$ cat config.mk
export PLATFORM = sky130hd
export DESIGN_NAME = ata_pkt_decoder
export DESIGN_NICKNAME = d
export VERILOG_FILES = /design/src/rtl/ata_pkt_pkg.sv /design/src/rtl/pkt_decode.sv /design/src/rtl/resp_gen.sv /design/src/rtl/xfer_ctrl.sv /design/src/rtl/ata_pkt_decoder.sv
export SDC_FILE = /design/constraint.sdc
export NUM_CORES = 1
export LEC_CHECK = 0
export ABC_AREA = 1
export BUFFER_PORTS_ARGS = -buffer_cell sky130_fd_sc_hd__clkbuf_2
export CAP_MARGIN = 20
export CORE_ASPECT_RATIO = 1.75
export CORE_MARGIN = 2
export CORE_UTILIZATION = 53
export DETAILED_ROUTE_END_ITERATION = 7
export PLACE_DENSITY = 0.9
export SKIP_CTS_REPAIR_TIMING = 1
export SYNTH_ARGS = -nofsm -noshare
export SYNTH_HDL_FRONTEND = slang
export SYNTH_SLANG_ARGS = --single-unit
$ cat constraint.sdc
create_clock -name clk -period 7.2 [get_ports clk]
set_input_delay 0.36 -clock clk [delete_from_list [all_inputs] [get_ports clk]]
set_output_delay 0.36 -clock clk [all_outputs]
set_load 0.005 [all_outputs]
$ cat src/rtl/ata_pkt_pkg.sv
package ata_pkt_pkg;

    localparam int PKT_BYTES  = 12;
    localparam int IDENT_SIZE = 32;
    localparam int SENSE_SIZE = 10;
    localparam int DINFO_SIZE = 6;

    localparam logic [7:0] ST_RESET = 8'h00;
    localparam logic [7:0] ST_OK    = 8'h50;
    localparam logic [7:0] ST_ERR   = 8'h51;
    localparam logic [7:0] ST_DRQ   = 8'h58;

    localparam logic [15:0] CODE_NODISC   = 16'h3A02;
    localparam logic [15:0] CODE_BADFIELD = 16'h2405;
    localparam logic [15:0] CODE_BADCMD   = 16'h2005;

    typedef enum logic [1:0] {
        SRC_NONE  = 2'd0,
        SRC_IDENT = 2'd1,
        SRC_SENSE = 2'd2,
        SRC_DINFO = 2'd3
    } src_e;

    typedef enum logic [1:0] {
        MM_MODE1 = 2'd0,
        MM_GD    = 2'd1,
        MM_RAW   = 2'd2
    } mmode_e;

    typedef struct packed {
        logic          fail;
        logic [15:0]   code;
        src_e          src;
        logic [7:0]    base;
        logic [7:0]    len;
        logic          go_media;
        mmode_e        mode;
        logic [23:0]   lba;
        logic [23:0]   cnt;
    } dec_t;

    function automatic logic [7:0] ident_byte(input logic [7:0] k);
        logic [7:0] prod;
        prod = k * 8'd7;
        return 8'hA0 ^ prod;
    endfunction

    function automatic logic [7:0] clip8(input logic [7:0] req, input logic [7:0] lim);
        return (req > lim) ? lim : req;
    endfunction

endpackage

$ cat src/rtl/pkt_decode.sv
module pkt_decode
    import ata_pkt_pkg::*;
#(
    parameter logic [7:0] OP_TEST  = 8'h00,
    parameter logic [7:0] OP_IDENT = 8'h11,
    parameter logic [7:0] OP_SENSE = 8'h13,
    parameter logic [7:0] OP_DINFO = 8'h14,
    parameter logic [7:0] OP_READ  = 8'h30
) (
    input  logic [8*PKT_BYTES-1:0] pkt,
    input  logic                   media_ready,
    output dec_t                   dec
);

    logic [7:0] b [PKT_BYTES];
    logic       mode_ok;
    logic       unused_bytes;

    for (genvar k = 0; k < PKT_BYTES; k++) begin : g_split
        assign b[k] = pkt[8*k +: 8];
    end

    assign unused_bytes = ^{b[5], b[6], b[7], b[11]};

    always_comb begin
        dec     = '0;
        mode_ok = 1'b1;
        case (b[0])
            OP_TEST: begin
                if (!media_ready) begin
                    dec.fail = 1'b1;
                    dec.code = CODE_NODISC;
                end
            end
            OP_IDENT: begin
                if (b[2] >= 8'(IDENT_SIZE)) begin
                    dec.fail = 1'b1;
                    dec.code = CODE_BADFIELD;
                end else begin
                    dec.src  = SRC_IDENT;
                    dec.base = b[2];
                    dec.len  = clip8(b[4], 8'(IDENT_SIZE) - b[2]);
                end
            end
            OP_SENSE: begin
                dec.src = SRC_SENSE;
                dec.len = clip8(b[4], 8'(SENSE_SIZE));
            end
            OP_DINFO: begin
                if (!media_ready) begin
                    dec.fail = 1'b1;
                    dec.code = CODE_NODISC;
                end else begin
                    dec.src = SRC_DINFO;
                    dec.len = clip8(b[4], 8'(DINFO_SIZE));
                end
            end
            OP_READ: begin
                dec.lba = {b[2], b[3], b[4]};
                dec.cnt = {b[8], b[9], b[10]};
                case (b[1])
                    8'h20, 8'h28: dec.mode = MM_MODE1;
                    8'h24:        dec.mode = MM_GD;
                    8'h30:        dec.mode = MM_RAW;
                    default:      mode_ok  = 1'b0;
                endcase
                if (!mode_ok) begin
                    dec.fail = 1'b1;
                    dec.code = CODE_BADFIELD;
                end else if (!media_ready) begin
                    dec.fail = 1'b1;
                    dec.code = CODE_NODISC;
                end else begin
                    dec.go_media = 1'b1;
                end
            end
            default: begin
                dec.fail = 1'b1;
                dec.code = CODE_BADCMD;
            end
        endcase
    end

endmodule

$ cat src/rtl/resp_gen.sv
module resp_gen
    import ata_pkt_pkg::*;
(
    input  src_e                  src,
    input  logic [7:0]            idx,
    input  logic [15:0]           snap_code,
    input  logic [8*DINFO_SIZE-1:0] dinfo,
    output logic [7:0]            data
);

    always_comb begin
        case (src)
            SRC_IDENT: data = ident_byte(idx);
            SRC_SENSE: begin
                case (idx)
                    8'd0:    data = 8'hF0;
                    8'd2:    data = snap_code[7:0];
                    8'd8:    data = snap_code[15:8];
                    default: data = 8'h00;
                endcase
            end
            SRC_DINFO: data = 8'(dinfo >> {idx, 3'b000});
            default:   data = 8'hFF;
        endcase
    end

endmodule

$ cat src/rtl/xfer_ctrl.sv
module xfer_ctrl #(
    parameter int LEN_W = 8
) (
    input  logic             clk,
    input  logic             rst,
    input  logic             start,
    input  logic [LEN_W-1:0] base,
    input  logic [LEN_W-1:0] len,
    input  logic             rd_en,
    output logic             active,
    output logic [LEN_W-1:0] idx,
    output logic             done
);

    logic [LEN_W-1:0] left;

    assign done = active && rd_en && (left == LEN_W'(1));

    always_ff @(posedge clk) begin
        if (rst) begin
            active <= 1'b0;
            idx    <= '0;
            left   <= '0;
        end else if (start) begin
            idx    <= base;
            left   <= len;
            active <= (len != '0);
        end else if (active && rd_en) begin
            idx  <= idx + LEN_W'(1);
            left <= left - LEN_W'(1);
            if (left == LEN_W'(1)) active <= 1'b0;
        end
    end

    assert_left_nonzero_R9: assert property (@(posedge clk) disable iff (rst)
        active |-> (left != '0));

    assert_idle_hold_R9: assert property (@(posedge clk) disable iff (rst)
        (!active && !start) |=> $stable(idx));

endmodule

$ cat src/rtl/ata_pkt_decoder.sv
module ata_pkt_decoder
    import ata_pkt_pkg::*;
#(
    parameter logic [7:0] OP_TEST  = 8'h00,
    parameter logic [7:0] OP_IDENT = 8'h11,
    parameter logic [7:0] OP_SENSE = 8'h13,
    parameter logic [7:0] OP_DINFO = 8'h14,
    parameter logic [7:0] OP_READ  = 8'h30
) (
    input  logic        clk,
    input  logic        rst,
    input  logic        pkt_valid,
    input  logic [95:0] pkt_bytes,
    input  logic [15:0] byte_limit,
    input  logic        media_ready,
    input  logic [47:0] dinfo_bytes,
    input  logic        rd_en,
    output logic [7:0]  rd_data,
    output logic        xfer_active,
    output logic        irq_pulse,
    output logic [7:0]  ata_status,
    output logic [7:0]  ata_error,
    output logic [15:0] xfer_blksize,
    output logic        media_req,
    output logic [23:0] media_lba,
    output logic [23:0] media_count,
    output logic [1:0]  media_mode
);

    localparam int LEN_W = 8;

    dec_t             dec;
    src_e             src_q;
    logic [15:0]      sense_code;
    logic [15:0]      snap_code;
    logic [LEN_W-1:0] idx;
    logic             done;
    logic [7:0]       gen_data;
    logic [LEN_W-1:0] start_len;

    pkt_decode #(
        .OP_TEST (OP_TEST),
        .OP_IDENT(OP_IDENT),
        .OP_SENSE(OP_SENSE),
        .OP_DINFO(OP_DINFO),
        .OP_READ (OP_READ)
    ) u_dec (
        .pkt        (pkt_bytes),
        .media_ready(media_ready),
        .dec        (dec)
    );

    assign start_len = dec.fail ? '0 : dec.len;

    xfer_ctrl #(.LEN_W(LEN_W)) u_xfer (
        .clk   (clk),
        .rst   (rst),
        .start (pkt_valid),
        .base  (dec.base),
        .len   (start_len),
        .rd_en (rd_en),
        .active(xfer_active),
        .idx   (idx),
        .done  (done)
    );

    resp_gen u_resp (
        .src      (src_q),
        .idx      (idx),
        .snap_code(snap_code),
        .dinfo    (dinfo_bytes),
        .data     (gen_data)
    );

    assign rd_data = xfer_active ? gen_data : 8'hFF;

    always_ff @(posedge clk) begin
        if (rst) begin
            ata_status   <= ST_RESET;
            ata_error    <= 8'h01;
            sense_code   <= '0;
            snap_code    <= '0;
            src_q        <= SRC_NONE;
            irq_pulse    <= 1'b0;
            media_req    <= 1'b0;
            media_lba    <= '0;
            media_count  <= '0;
            media_mode   <= MM_MODE1;
            xfer_blksize <= '0;
        end else begin
            irq_pulse <= 1'b0;
            media_req <= 1'b0;
            if (pkt_valid) begin
                irq_pulse    <= 1'b1;
                xfer_blksize <= byte_limit;
                snap_code    <= sense_code;
                src_q        <= dec.src;
                if (dec.fail) begin
                    sense_code <= dec.code;
                    ata_error  <= {dec.code[3:0], 4'h0};
                    ata_status <= ST_ERR;
                end else begin
                    sense_code <= '0;
                    ata_error  <= 8'h00;
                    ata_status <= (dec.len != '0) ? ST_DRQ : ST_OK;
                    if (dec.go_media) begin
                        media_req   <= 1'b1;
                        media_lba   <= dec.lba;
                        media_count <= dec.cnt;
                        media_mode  <= dec.mode;
                    end
                end
            end else if (done) begin
                ata_status <= ST_OK;
                irq_pulse  <= 1'b1;
            end
        end
    end

    assert_irq_on_accept_R2: assert property (@(posedge clk) disable iff (rst)
        pkt_valid |=> irq_pulse);

    assert_err_nibble_R4: assert property (@(posedge clk) disable iff (rst)
        (ata_status == ST_ERR) |-> (ata_error[7:4] != 4'h0 && ata_error[3:0] == 4'h0));

    assert_media_ok_R8: assert property (@(posedge clk) disable iff (rst)
        media_req |-> (ata_status == ST_OK && media_mode != 2'd3));

    assert_drq_tracks_R9: assert property (@(posedge clk) disable iff (rst)
        xfer_active |-> (ata_status == ST_DRQ));

    assert_blk_capture_R10: assert property (@(posedge clk) disable iff (rst)
        pkt_valid |=> (xfer_blksize == $past(byte_limit)));

endmodule

After elaboration in Yosys (flattened, before gate mapping)
Cells that the tools add are included. W data, S select, Z words.

Add/subtract/negate cells: 3. Bitwise logic cells: 3. Magnitude comparators: 4. Reductions and logical operators: 14. Multiplexer cells: 39. Equality and inequality tests: 14. Multipliers: 1. Shift-type cells: 1.

Operator list (count): $mux W8 (14); $pmux W8 S3 (3); $mux W17 (4); $pmux W17 S4 (1); $mux W51 (1); $shr A48 B11 Y8 (1); $eq A8 B6 Y1 const B (5); $eq A8 B5 Y1 const B (3); $logic_not A8 Y1 (2); $mux W16 (1); $reduce_bool A8 Y1 (2); $mux W1 (10); $add A8 B1 Y8 const B (1); $eq A8 B1 Y1 const B (1); $eq A8 B2 Y1 const B (1); $eq A8 B4 Y1 const B (1); $ge A8 B6 Y1 const B (1); $gt A8 B3 Y1 const B (1); $gt A8 B4 Y1 const B (1); $gt A8 B8 Y1 (1); $mul A8 B3 Y8 const B (1); $mux W4 (2); $sub A6 B8 Y8 const A (1); $sub A8 B1 Y8 const B (1); other kinds (14) (19).

Word-level logic and storage cells: 93. Flip-flop bits (word level): 135. Bits of input ports: 165.

Longest topological paths before layout
Word-level depth: 9. Mapped depth: 22.

By module
A second synthesis with hierarchy kept.

Cell total of the unflattened synthesis: 1226. Area, all modules: 7797.5 sq um.

Modules (own cells, without submodules): ata_pkt_decoder (times used 1, area an instance 3988.8 sq um, cells an instance 516); pkt_decode (times used 1, area an instance 1436.4 sq um, cells an instance 280); resp_gen (times used 1, area an instance 1306.3 sq um, cells an instance 258); xfer_ctrl (times used 1, area an instance 1066.0 sq um, cells an instance 172).

Worst setup path before layout
No wires, ideal clock.

Path type: input-to-reg. Start: in pkt_bytes[16]. End: reg u_xfer.active. Path slack: 4688 ps. Buffers on the path: 0. Arrival time: 2380 ps. Required time: 7068 ps. Setup time: 132 ps. Stages: 19. Path through: inv_1 -> ha_1 -> inv_1 -> nor2_1 -> inv_1 -> o21ai_0 -> xor2_1 -> ha_1 -> nand2_1 -> nor2_1 -> nand4_1 -> nand2_1 -> nand2_1 -> nand3_1 -> nand3_1 -> nor2_1 -> nand2_1 -> nand2_1 -> a21oi_1.

Cells in the longest elaborated chain, start to end: 8.

RTL lines: start: declaration (RTL line ata_pkt_decoder.sv:13) `input logic [95:0] pkt_bytes,`; $sub A6 B8 Y8 (RTL line pkt_decode.sv:42) `dec.len = clip8(b[4], 8'(IDENT_SIZE) - b[2]);`; $gt A8 B8 Y1 (RTL line ata_pkt_pkg.sv:49) `return (req > lim) ? lim : req;`; $mux W8 (RTL line ata_pkt_pkg.sv:49); $mux W17 (RTL line pkt_decode.sv:36) `if (b[2] >= 8'(IDENT_SIZE)) begin`; $pmux W8 S3 (RTL line pkt_decode.sv:28) `case (b[0])`; $mux W8 * (RTL line ata_pkt_decoder.sv:53) `assign start_len = dec.fail ? '0 : dec.len;`; $reduce_bool A8 Y1 * (RTL line xfer_ctrl.sv:27) `active <= (len != '0);`; $mux W1 * (RTL line xfer_ctrl.sv:24) `end else if (start) begin`; end signal: assignment (RTL line xfer_ctrl.sv:27); end: declaration (RTL line xfer_ctrl.sv:10) `output logic active,`.

Mark *: on every way between the ends. The rest lies on a longest branch, timed or not. A chain may end at the register's enable or synchronous reset.

Worst setup path after layout
Start: reg u_xfer.idx[0]. End: out rd_data[5].

Cells in the longest elaborated chain, start to end: 4.

RTL lines: start: declaration (RTL line xfer_ctrl.sv:11) `output logic [LEN_W-1:0] idx,`; start signal: assignment (RTL line xfer_ctrl.sv:25) `idx <= base;`; start signal: assignment (RTL line xfer_ctrl.sv:29) `idx <= idx + LEN_W'(1);`; $mul A8 B3 Y8 (tied with other cells) (RTL line ata_pkt_pkg.sv:44) `prod = k * 8'd7;`; $not A2 Y2 (no source line) or $pmux W8 S3 (tied branches); $pmux W8 S3 * (RTL line resp_gen.sv:12) `case (src)`; $mux W8 * (RTL line ata_pkt_decoder.sv:75) `assign rd_data = xfer_active ? gen_data : 8'hFF;`; end: declaration (RTL line ata_pkt_decoder.sv:18) `output logic [7:0] rd_data,`.

Marks and branches as above.

==> flow_summary.ini <==
[floorplan]
die_area_sq_um = 12500
coreArea_sq_um = 11200
die_w_microns = 85.2
io_pins = 258
rows = 51
initial_core_util = 0.548
fp.dieH_microns = 146

[setup_path]
r2r_end = u_xfer.idx[1]
rr_worst_depth = 4
crit_path_end_kind = primary output
crit_chain = clkinv_1 > ha_1 > a41oi_1 > o2111ai_1 > clkbuf_2
startpoint = u_xfer.idx[0]
reg2reg_slack_ns = 4.15
reg2reg_from = u_xfer.idx[0]
start_kind = flip-flop
criticalPathCategory = reg2out
crit_path_max_incr_delay_ns = 0.91
required_ns = 6.84
crit_fanout = 29
slowest_stage = dfxtp_1
arrival_ns = 3.34
worstSetupEndpoint = rd_data[5]

[min_path]
hold_path_class = in2reg

[pwr]
power.density_nw_per_um2 = 166
p_leak_nw = 3.90
total_power_w = 0.00122
ir_drop_v = 0.000158

[sta]
skew_ns = 0.00314
period_share = 0.513
drv_slew = 0
worst_pin_slew_ns = 0.906
rsz0062_at_grt = no
finalSetupViolCount = 0
hold_ws_ns = 0.236
max_clock_freq_mhz = 271
hold_viol = 0
setup_tns_ns = 0
min_period_ns = 3.70
max_slew_margin = 0.395

[final_layout]
finalInstanceArea_sq_um = 7380
syn_to_final_growth_pct = 20.6
drive_gt1_frac = 0.221
layout.nets = 1319
multiInputGateArea_sq_um = 3410
diodes = 0
fillers = 1032
ff_latch_area_sq_um = 1980

[drt]
first_iter_violations = 342
wl_per_cell_microns = 13.7
detail-route-antenna-nets = 0
wirelength_microns = 17200
vias = 6568
drc_errors = 0
routed_via_density = 5.22
drtPass1Iterations = 5

[synth]
syn-cell-area_sq_um = 6120
synth-edff-count = 0
synth_top_area_cell = dfxtp_1
yosysSeqAreaShare = 0.324
ys.flop_type = dfxtp_1
ys_async_sr_fraction = 0
yosysUniqueCellTypes = 44
synthCells = 936
synth_top_cell_area_share = 0.324
yosys_warnings = 0
ys_ff_latch = 99
netlist_top_cells_area = dfxtp_1, nand2_1, nor2_1
avgSynthCellArea_sq_um = 6.54

[clocking]
cts_buffers = 9
cts_root_buf = clkbuf_16
cts_tree = yes
cts_buffer_depth = 2
cts.sinks = 99
clk_latency_ns = 0.34
h-tree-depth = 3
clkTransAtPathRegs_ns = 0.08

[global_routing]
grt_pass1_vias = 6305
grt_max_degree = 67
grt_usage = 0.272
grt_pass1_wl_microns = 28200
overflow = 0
antenna_found_initial = 0

[flow_run]
drv_cap = 0

[placed_design]
routabilityCongestion = 0.905
dpl-instance-area_sq_um = 7080
dp_hpwl_microns = 12900
numPortBuffers = 217

[run_status]
status = completed
-- registers in the layout (all words and copies together) (netlist names) --
register and count:
u_xfer.left 8, irq_pulse 1, u_xfer.active 1, media_req 1
src_q 2, media_mode 2, ata_error 3, u_xfer.idx 8
sense_code 2, snap_code 4, ata_status 3, media_count 24
media_lba 24, xfer_blksize 16
-- routing by layer --
layer  vias to the layer above  global-route usage  wire length [microns]
li1                       3344                   -                      -
met1                      2934               0.293                   6470
met2                       240               0.499                   8890
met3                        50              0.0543                   1170
met4                         0               0.125                    653
met5                         -                   0                      0
-- cells in the mapped netlist (5+ instances only) --
master      n
a21oi_1    48
a31oi_1     5
buf_2       7
buf_4      13
buf_6      11
clkbuf_1   21
dfxtp_1    99
fa_1        6
ha_1       27
inv_1     106
nand2_1   230
nand3_1    31
nand3b_1    5
nand4_1     7
nor2_1    141
nor3_1     53
o21ai_0    69
o22ai_1    11
xor2_1      7
-- per-stage QoR --
step                      utilization  cells  setup slack [ns]
after floorplan                     -    943              4.69
after CTS                       0.660   1257              3.52
after global placement          0.634   1241              3.89
after detailed placement        0.634   1241              3.89
final                           0.661   1258              3.50
after global routing            0.661   1258              3.25
-- layout make-up --
class                           count  share of cell area
Timing Repair Buffer              221               0.151
Tap cell                          132              0.0224
Multi-Input combinational cell    682               0.463
Clock inverter                      6             0.00763
Sequential cell                    99               0.269
Clock buffer                       10              0.0324
Inverter                          108              0.0550
-- power breakdown --
part	switching [W]	internal, W
clock	0.000225	0.000251
combinational	0.000102	0.0000714
sequential	0.0000139	0.000560
total	0.000340	0.000882
-- critical path: cells and delay by family (launching register included) --
family                     cells  cell delay (ns)
DFF                            1             0.91
adders and majority gates      1             0.50
AOI/OAI and AO/OA              2             0.54
buffers and inverters          2             1.01
-- kinds of logic after synthesis --
logic type,Yosys count,share of synthesized area
buffers and inverters,162,0.122
AND/OR/NAND/NOR,484,0.334
adder cells (fa/ha/maj),33,0.0748
other,1,0.000613
flip-flops,99,0.324
AO/OA/AOI/OAI,148,0.132
XOR/XNOR,9,0.0129
-- layout by cell type (no fill, tap or decap), types with 8 or more instances in the layout --
| cell | Yosys | final |
|---|---|---|
| clkbuf_2 | 0 | 218 |
| dfxtp_1 | 99 | 99 |
| nand3_1 | 31 | 31 |
| nor2_1 | 141 | 141 |
| o21ai_0 | 69 | 69 |
| nand2_1 | 230 | 230 |
| ha_1 | 27 | 27 |
| clkbuf_16 | 0 | 9 |
| inv_1 | 106 | 106 |
| a21oi_1 | 48 | 48 |
| conb_1 | 1 | 8 |
| nor3_1 | 53 | 53 |
| o22ai_1 | 11 | 11 |
-- worst min path at each step --
stage / start / to / cells after the start / slack [ns]
6_report: byte_limit[2] / xfer_blksize[2] / 3 / 0.24
4_1_cts: byte_limit[15] / xfer_blksize[15] / 3 / 0.23
3_3_place_gp: ata_error[0] / ata_error[0] / 2 / 0.44
3_5_place_dp: ata_error[0] / ata_error[0] / 2 / 0.45
2_1_floorplan: snap_code[13] / snap_code[13] / 2 / 0.44
5_1_grt: byte_limit[14] / xfer_blksize[14] / 3 / 0.24
Power figures use the tool's default switching activity.
